==> config.mk <==
export PLATFORM = sky130hd
export DESIGN_NAME = scale_param_calc
export DESIGN_NICKNAME = d
export VERILOG_FILES = /design/src/rtl/scl_pkg.sv /design/src/rtl/scl_divider.sv /design/src/rtl/scl_req_check.sv /design/src/rtl/scl_coef_sel.sv /design/src/rtl/scale_param_calc.sv
export SDC_FILE = /design/constraint.sdc
export NUM_CORES = 1
export LEC_CHECK = 0
export CORE_ASPECT_RATIO = 0.9
export CORE_MARGIN = 10
export CORE_UTILIZATION = 50
export CTS_CLUSTER_SIZE = 40
export DETAILED_ROUTE_END_ITERATION = 16
export DONT_BUFFER_PORTS = 1
export GPL_TIMING_DRIVEN = 0
export PLACE_DENSITY = 0.69
export SKIP_LAST_GASP = 1
export SLEW_MARGIN = 10
export SYNTH_ARGS = -nofsm -noshare
export SYNTH_HDL_FRONTEND = slang
export SYNTH_SLANG_ARGS = --single-unit
export TNS_END_PERCENT = 20
==> constraint.sdc <==
create_clock -name clk -period 3.83 [get_ports clk]
set_input_delay 0.383 -clock clk [delete_from_list [all_inputs] [get_ports clk]]
set_output_delay 0.383 -clock clk [all_outputs]
set_load 0.01 [all_outputs]
==> src/rtl/scl_pkg.sv <==
package scl_pkg;
    localparam int FAC_W   = 32;
    localparam int FRAC    = 16;
    localparam int INIT_SH = 4;
    localparam int STEP_SH = 16;
    localparam int COEF_W  = 3;

    localparam logic [FAC_W-1:0] TH_UNITY = 32'h0001_0000;
    localparam logic [FAC_W-1:0] TH_A     = 32'h0000_AAAA;
    localparam logic [FAC_W-1:0] TH_B     = 32'h0000_8000;
    localparam logic [FAC_W-1:0] TH_C     = 32'h0000_5D17;

    typedef logic [COEF_W-1:0] coef_t;
    localparam coef_t SET_UP = 3'd1;
    localparam coef_t SET_A  = 3'd2;
    localparam coef_t SET_B  = 3'd3;
    localparam coef_t SET_C  = 3'd4;
    localparam coef_t SET_D  = 3'd5;

    typedef enum logic [2:0] {
        S_IDLE, S_CHECK, S_LAUNCH, S_WAIT, S_JUDGE, S_DONE
    } fsm_t;

    typedef enum logic [2:0] {
        OP_HFAC, OP_VFAC, OP_HINIT, OP_HSTEP, OP_VINIT, OP_VSTEP
    } op_t;
endpackage

==> src/rtl/scl_divider.sv <==
module scl_divider #(
    parameter int DVD_W = 48,
    parameter int DVS_W = 32,
    parameter int OUT_W = 32
) (
    input  logic             clk,
    input  logic             rst_n,
    input  logic             go,
    input  logic [DVD_W-1:0] dividend,
    input  logic [DVS_W-1:0] divisor,
    output logic             busy,
    output logic             fin,
    output logic [OUT_W-1:0] quo
);
    localparam int CNT_W = $clog2(DVD_W + 1);

    logic [DVD_W-1:0] q_sh;
    logic [DVS_W-1:0] rem;
    logic [DVS_W-1:0] dvs;
    logic [CNT_W-1:0] cnt;
    logic             busy_q, fin_q;
    logic [DVS_W:0]   shifted, trial;
    logic             fits;

    always_comb begin
        shifted = {rem, q_sh[DVD_W-1]};
        trial   = shifted - {1'b0, dvs};
        fits    = !trial[DVS_W];
    end

    always_ff @(posedge clk or negedge rst_n) begin
        if (!rst_n) begin
            q_sh   <= '0;
            rem    <= '0;
            dvs    <= '0;
            cnt    <= '0;
            busy_q <= 1'b0;
            fin_q  <= 1'b0;
        end else if (go) begin
            q_sh   <= dividend;
            rem    <= '0;
            dvs    <= divisor;
            cnt    <= CNT_W'(DVD_W);
            busy_q <= 1'b1;
            fin_q  <= 1'b0;
        end else if (busy_q) begin
            q_sh <= {q_sh[DVD_W-2:0], fits};
            rem  <= fits ? trial[DVS_W-1:0] : shifted[DVS_W-1:0];
            cnt  <= cnt - 1'b1;
            if (cnt == CNT_W'(1)) begin
                busy_q <= 1'b0;
                fin_q  <= 1'b1;
            end
        end else begin
            fin_q <= 1'b0;
        end
    end

    assign busy = busy_q;
    assign fin  = fin_q;
    assign quo  = q_sh[OUT_W-1:0];

    // completion of a division is a single-cycle event
    assert_fin_pulse_R11: assert property (@(posedge clk) disable iff (!rst_n)
        fin |=> !fin);
    // the sequencer never relaunches a division in flight
    assert_no_go_busy_R11: assert property (@(posedge clk) disable iff (!rst_n)
        go |-> !busy_q);
endmodule

==> src/rtl/scl_req_check.sv <==
module scl_req_check #(
    parameter int NPLANES = 4,
    parameter int PID_W   = 2
) (
    input  logic [NPLANES-1:0] mask,
    output logic               empty,
    output logic               multi,
    output logic [PID_W-1:0]   pid
);
    assign empty = (mask == '0);
    assign multi = |(mask & (mask - NPLANES'(1)));

    always_comb begin
        pid = '0;
        for (int i = 0; i < NPLANES; i++) begin
            if (mask[i]) pid = PID_W'(i);
        end
    end
endmodule

==> src/rtl/scl_coef_sel.sv <==
module scl_coef_sel
    import scl_pkg::*;
(
    input  logic [FAC_W-1:0] factor,
    output coef_t            set
);
    always_comb begin
        if (factor >= TH_UNITY)  set = SET_UP;
        else if (factor >= TH_A) set = SET_A;
        else if (factor >= TH_B) set = SET_B;
        else if (factor >= TH_C) set = SET_C;
        else                     set = SET_D;
    end
endmodule

==> src/rtl/scale_param_calc.sv <==
module scale_param_calc
    import scl_pkg::*;
#(
    parameter int NPLANES = 4,
    parameter int DIM_W   = 16,
    localparam int SRC_W  = DIM_W + FRAC,
    localparam int PID_W  = (NPLANES > 1) ? $clog2(NPLANES) : 1
) (
    input  logic               clk,
    input  logic               rst_n,
    input  logic               start,
    input  logic [NPLANES-1:0] req_mask,
    input  logic [SRC_W-1:0]   src_w,
    input  logic [SRC_W-1:0]   src_h,
    input  logic [DIM_W-1:0]   dst_w,
    input  logic [DIM_W-1:0]   dst_h,
    output logic               busy,
    output logic               done,
    output logic               err,
    output logic               scale_en,
    output logic [PID_W-1:0]   plane_id,
    output logic [DIM_W-1:0]   in_w,
    output logic [DIM_W-1:0]   in_h,
    output logic [DIM_W-1:0]   out_w,
    output logic [DIM_W-1:0]   out_h,
    output logic [FAC_W-1:0]   h_init,
    output logic [FAC_W-1:0]   h_step,
    output logic [FAC_W-1:0]   v_init,
    output logic [FAC_W-1:0]   v_step,
    output logic [COEF_W-1:0]  h_coef,
    output logic [COEF_W-1:0]  v_coef
);
    localparam int DVD_W = DIM_W + FAC_W;

    fsm_t state, state_nx;
    op_t  op;

    logic [NPLANES-1:0] cap_mask;
    logic [SRC_W-1:0]   cap_sw, cap_sh;
    logic [DIM_W-1:0]   cap_dw, cap_dh;
    logic [FAC_W-1:0]   h_fac, v_fac;
    logic [FAC_W-1:0]   h_init_q, h_step_q, v_init_q, v_step_q;
    logic               err_q, en_q;

    logic               accept;
    logic               set_res, res_err, res_en;
    logic               m_empty, m_multi, dim_zero;
    logic               div_go, div_busy, div_fin;
    logic [DVD_W-1:0]   div_dvd;
    logic [SRC_W-1:0]   div_dvs;
    logic [FAC_W-1:0]   div_quo;
    logic [DIM_W-1:0]   iw, ih;

    assign iw = cap_sw[SRC_W-1:FRAC];
    assign ih = cap_sh[SRC_W-1:FRAC];

    scl_req_check #(.NPLANES(NPLANES), .PID_W(PID_W)) u_req (
        .mask(cap_mask), .empty(m_empty), .multi(m_multi), .pid(plane_id)
    );

    scl_coef_sel u_hcoef (.factor(h_fac), .set(h_coef));
    scl_coef_sel u_vcoef (.factor(v_fac), .set(v_coef));

    scl_divider #(.DVD_W(DVD_W), .DVS_W(SRC_W), .OUT_W(FAC_W)) u_div (
        .clk(clk), .rst_n(rst_n), .go(div_go), .dividend(div_dvd),
        .divisor(div_dvs), .busy(div_busy), .fin(div_fin), .quo(div_quo)
    );

    assign busy     = (state != S_IDLE) && (state != S_DONE);
    assign accept   = start && !busy;
    assign dim_zero = (cap_sw == '0) || (cap_sh == '0) ||
                      (cap_dw == '0) || (cap_dh == '0);

    // operand selection for the division in progress
    always_comb begin
        div_dvd = '0;
        div_dvs = '0;
        unique case (op)
            OP_HFAC: begin
                div_dvd = {cap_dw, {FAC_W{1'b0}}};
                div_dvs = cap_sw;
            end
            OP_VFAC: begin
                div_dvd = {cap_dh, {FAC_W{1'b0}}};
                div_dvs = cap_sh;
            end
            OP_HINIT: begin
                div_dvd = DVD_W'(iw) << INIT_SH;
                div_dvs = SRC_W'(cap_dw);
            end
            OP_HSTEP: begin
                div_dvd = DVD_W'(iw) << STEP_SH;
                div_dvs = SRC_W'(cap_dw);
            end
            OP_VINIT: begin
                div_dvd = DVD_W'(ih) << INIT_SH;
                div_dvs = SRC_W'(cap_dh);
            end
            OP_VSTEP: begin
                div_dvd = DVD_W'(ih) << STEP_SH;
                div_dvs = SRC_W'(cap_dh);
            end
            default: ;
        endcase
    end

    // next state and outcome
    always_comb begin
        state_nx = state;
        set_res  = 1'b0;
        res_err  = 1'b0;
        res_en   = 1'b0;
        div_go   = 1'b0;
        unique case (state)
            S_IDLE:   if (start) state_nx = S_CHECK;
            S_CHECK: begin
                if (m_empty) begin
                    state_nx = S_DONE;
                    set_res  = 1'b1;
                end else if (m_multi || dim_zero) begin
                    state_nx = S_DONE;
                    set_res  = 1'b1;
                    res_err  = 1'b1;
                end else begin
                    state_nx = S_LAUNCH;
                end
            end
            S_LAUNCH: begin
                div_go   = 1'b1;
                state_nx = S_WAIT;
            end
            S_WAIT: begin
                if (div_fin) begin
                    if (op == OP_VFAC) begin
                        state_nx = S_JUDGE;
                    end else if (op == OP_VSTEP) begin
                        state_nx = S_DONE;
                        set_res  = 1'b1;
                        res_en   = 1'b1;
                    end else begin
                        state_nx = S_LAUNCH;
                    end
                end
            end
            S_JUDGE: begin
                if (h_fac[FAC_W-1:FRAC] == '0 || v_fac[FAC_W-1:FRAC] == '0) begin
                    state_nx = S_DONE;
                    set_res  = 1'b1;
                    res_err  = 1'b1;
                end else begin
                    state_nx = S_LAUNCH;
                end
            end
            S_DONE:   state_nx = start ? S_CHECK : S_IDLE;
            default:  state_nx = S_IDLE;
        endcase
    end

    always_ff @(posedge clk or negedge rst_n) begin
        if (!rst_n) state <= S_IDLE;
        else        state <= state_nx;
    end

    // captured request, results and outcome flags
    always_ff @(posedge clk or negedge rst_n) begin
        if (!rst_n) begin
            cap_mask <= '0;
            cap_sw   <= '0;
            cap_sh   <= '0;
            cap_dw   <= '0;
            cap_dh   <= '0;
            op       <= OP_HFAC;
            h_fac    <= '0;
            v_fac    <= '0;
            h_init_q <= '0;
            h_step_q <= '0;
            v_init_q <= '0;
            v_step_q <= '0;
            err_q    <= 1'b0;
            en_q     <= 1'b0;
        end else begin
            if (accept) begin
                cap_mask <= req_mask;
                cap_sw   <= src_w;
                cap_sh   <= src_h;
                cap_dw   <= dst_w;
                cap_dh   <= dst_h;
                op       <= OP_HFAC;
            end
            if (state == S_JUDGE) op <= OP_HINIT;
            if (state == S_WAIT && div_fin) begin
                unique case (op)
                    OP_HFAC:  begin h_fac <= div_quo; op <= OP_VFAC; end
                    OP_VFAC:  v_fac <= div_quo;
                    OP_HINIT: begin
                        h_init_q <= {1'b0, div_quo[FAC_W-1:1]} + FAC_W'(div_quo[0]);
                        op <= OP_HSTEP;
                    end
                    OP_HSTEP: begin h_step_q <= div_quo; op <= OP_VINIT; end
                    OP_VINIT: begin
                        v_init_q <= {1'b0, div_quo[FAC_W-1:1]} + FAC_W'(div_quo[0]);
                        op <= OP_VSTEP;
                    end
                    OP_VSTEP: v_step_q <= div_quo;
                    default: ;
                endcase
            end
            if (set_res) begin
                err_q <= res_err;
                en_q  <= res_en;
            end
        end
    end

    assign done     = (state == S_DONE);
    assign err      = err_q;
    assign scale_en = en_q;
    assign in_w     = iw;
    assign in_h     = ih;
    assign out_w    = cap_dw;
    assign out_h    = cap_dh;
    assign h_init   = h_init_q;
    assign h_step   = h_step_q;
    assign v_init   = v_init_q;
    assign v_step   = v_step_q;

    // the completion pulse never lasts two cycles
    assert_done_pulse_R11: assert property (@(posedge clk) disable iff (!rst_n)
        done |=> !done);
    // an accepted start always makes the block busy next cycle
    assert_busy_after_start_R12: assert property (@(posedge clk) disable iff (!rst_n)
        accept |=> busy);
    // success is only ever reported for a single-plane request
    assert_single_plane_R3: assert property (@(posedge clk) disable iff (!rst_n)
        (done && scale_en) |-> ($countones(cap_mask) == 1));
    // error and enable are never reported together
    assert_outcome_excl_R6: assert property (@(posedge clk) disable iff (!rst_n)
        done |-> !(err && scale_en));
    // an accepted request always selects the upscale sets
    assert_up_sets_R9: assert property (@(posedge clk) disable iff (!rst_n)
        (done && scale_en) |-> (h_coef == SET_UP && v_coef == SET_UP));
endmodule

==> results.md <==
* Initial Utilization at 50.4%
* Leakage at 11.2 nW
* Post-CTS Setup Bufs at 0
* Utilization after layout at 58.5%
* Residual DRC at 0
* Worst flop-to-flop path endpoint: u_div.rem[27]
* Outcome: finished with violations
* Max-slew violation count at 0
* Critical Path RT at 4.26 ns
* Register bank with the most flops: u_div.q_sh
* Routed wire per std cell at 25.5 um
* CTS buffer count at 44
* CP peak stage delay at 0.42 ns
* Clk_skew at 0.0219 ns
* Global route overflow at 0
* Die Ht at 212 um
* Seq cells post-synth at 420
* Failing checks: negative hold slack
* Synth-to-Final Area Change at 15.9%
* Synth Warn # at 0
* Final TNS setup at 0 ns
* Clock latency on the worst-skew pair at 0.59 ns
* Clk pwr share at 50.7%
* Htree depth at 2
* Critical path buffer and inverter count at 3
* Die width at 233 um
* Ports at 307
* Hold buffer count at cts at 101
* Worst path depth at 14
* Total GRT Usage at 26.4%
* Sequential area share after synthesis at 51.4%
* Row count at 70
* Total core area at 0.0406 mm2
* Crit path capture type: flop
* Worst r2r src: u_div.q_sh[47]
* Layout cells sized above 1 at 17.0%
* Syn nets at 2015
* Max_slew headroom at 0.139%
* DR pass1 iterations at 8
* Predominant post-synthesis flop cell: dfrtp_1
* Post-synth top area cell: dfrtp_1
* Yosys top cell area share at 51.4%
* CP arrival at 3.95 ns
* Final Cycle Share at 92.0%
* Setup-failing EPs final at 0
* Sw Pwr at 0.00190 W
* Switch share at 20.7%
* Number of vias per cell at 6.11
* CP max FO at 10
* Clock Tree Buf Depth at 3
* Fmax at 284 MHz
* Routed vias at 15910
* Vias in the first global route at 15975
* Die area at 0.0494 mm2
* Reg clk slew, reported paths at 0.06 ns
* Sequential power share at 48.3%
* Gate power share at 1.0%
* RSZ-0062 raised after global routing: false
* GPL Wtd Cong at 0.937
* FFs w/ async S/R, synth at 100%
* Internal power at 0.00728 W
* Final Critical Period at 3.52 ns
* Setup CP Type: reg2reg
* TritonCTS sink count at 420
* Crit path max-delay family: compound AO/OA/AOI/OAI gates
* Crit-path cells: inv_1 -> ha_1 -> inv_1 -> fa_1 -> a211oi_1 -> o211a_1 -> nor3_2 -> nor2_1 -> a21oi_4 -> mux2i_4 -> nor2_8 -> buf_4 -> mux2i_1 -> a21oi_1
* Worst path most repeated cell: inv_1
* Clock Root Buffer: clkbuf_16
* R2R Setup Slk at 0.31 ns
* Synth area leaders: dfrtp_1 (51%), mux2_2 (12%), mux2i_1 (4.4%)
* Synth Instances at 1875
* First-pass GRT wire length at 100000 um
* Hpwl dp at 46800 um
* Post-route ant nets at 0
* Max reg flops at 48
* Synthesized area per cell at 10.9 um2
* Post-synth EDFFs at 0
* Worst VDD drop at 352 uV
* Slew @ Worst Pin at 1.50 ns
* Final net count at 2162
* Largest net degree at the start of global routing at 421
* Crit. Startpoint: u_div.q_sh[47]
* CTS tree: done
* Critical-path top delay cell: fa_1
* DR iter-0 viols at 1738
* Drt total wl at 66400 um
* Total power at 0.00918 W
* Max-Cap Viols at 0
* PD cells at 387 mW/mm2
* R2R cell count at 14
* Synth cell types at 65
* Startpoint types: flop
* Mapped Area at 0.0204 mm2
* Final Hold Fails at 420
* Final hold slack at -0.486 ns
* Hold crit path type: in2async
* Port-buffer cells at 0
* Initial antenna violation count at 5
## metrics by stage
step,worst slack [ns],cells,cell area (um2)
CTS,0.260,2596,23700
global placement,0.352,2415,21100
detailed placement,0.276,2415,21100
finish,0.307,2602,23700
floorplan,1.01,1875,20400
global route,0.164,2599,23700
## logic make-up after synthesis
kind of cell    after synthesis  share of synthesized area, %
compound gates              436                          13.0
fa+ha+maj                    38                          2.35
mux                         318                          17.0
flops                       420                          51.4
buf+inv                     221                          4.82
xor+xnor                     61                          2.61
simple gates                381                          8.81
## synth_stat cells, types with 27 or more instances
library cell,n
o22ai_1,75
inv_1,56
nor2_1,105
a21oi_1,114
xnor2_1,27
a22oi_1,45
dfrtp_1,420
buf_4,33
o21ai_0,110
nand3_1,34
mux2i_1,90
nand2_1,122
nor4_1,37
ha_1,36
mux2_2,226
clkbuf_1,112
xor2_1,34
## worst register-to-register path, cell delays in order, from the launching register on
cell      delay (ns)
dfrtp_1         0.40
inv_1           0.13
ha_1            0.19
inv_1           0.05
fa_1            0.42
a211oi_1        0.34
o211a_1         0.26
nor3_2          0.07
nor2_1          0.32
a21oi_4         0.14
mux2i_4         0.25
nor2_8          0.25
buf_4           0.25
mux2i_1         0.21
a21oi_1         0.09
## power groups by stage
| stage | logic, W | clock network (W) | registers (W) |
|---|---|---|---|
| 5_1_grt | 0.0000947 | 0.00486 | 0.00443 |
| 3_3_place_gp | 0.000000894 | 0 | 0.00452 |
| 2_1_floorplan | 0.000000894 | 0 | 0.00452 |
| 6_report | 0.0000901 | 0.00465 | 0.00444 |
| 3_5_place_dp | 0.000000894 | 0 | 0.00452 |
| 4_1_cts | 0.0000869 | 0.00467 | 0.00444 |
## metal layers
layer  GRT usage, %  vias to the layer above  wire (um)  part of all wire [%]
met5              0                        -          0                     0
met4           9.04                        0       2080                   3.1
met3           6.45                      146       5770                   8.7
met2           41.1                      728      30900                    46
met1           35.4                     8036      27700                    42
li1               -                     7000          -                     -
## cell type report
| cell class | count | area (um2) |
|---|---|---|
| fillers | 3327 | 16800 |
| flip-flops and latches | 420 | 10500 |
| multi-input cells | 1234 | 8950 |
| clock buffers | 60 | 1250 |
| repair buffers | 101 | 1010 |
| plain buffers | 165 | 776 |
| well taps | 540 | 676 |
| clock inverters | 20 | 305 |
| inverters | 56 | 210 |
| diodes | 6 | 15.0 |
## how the worst max path moves through the flow
stage / to / slack (ns)
after floorplan: u_div.rem[29] / 1.01
after global placement: u_div.rem[30] / 0.35
after detailed placement: u_div.rem[30] / 0.28
after CTS: u_div.rem[28] / 0.26
after global routing: u_div.rem[27] / 0.16
final: u_div.rem[27] / 0.31
## placed cells by master, fill, tap and decap left out, drive strengths merged, types with 22 or more instances in the layout
cell type	n
dfrtp	420
mux2	227
clkbuf	174
nand2	122
a21oi	115
o21ai	110
nor2	106
dlygate4sd3	101
mux2i	91
o22ai	75
inv	57
buf	51
a22oi	45
nor4	38
ha	36
nand3	34
xor2	34
xnor2	27
a21o	22
## timing repair
| action | in CTS | in global routing |
|---|---|---|
| gates resized for setup | 0 | 1 |
| hold endpoints to repair | 521 | 420 |
| setup endpoints to repair | 0 | 1 |
Note: power is estimated with default switching activity, not from simulation.
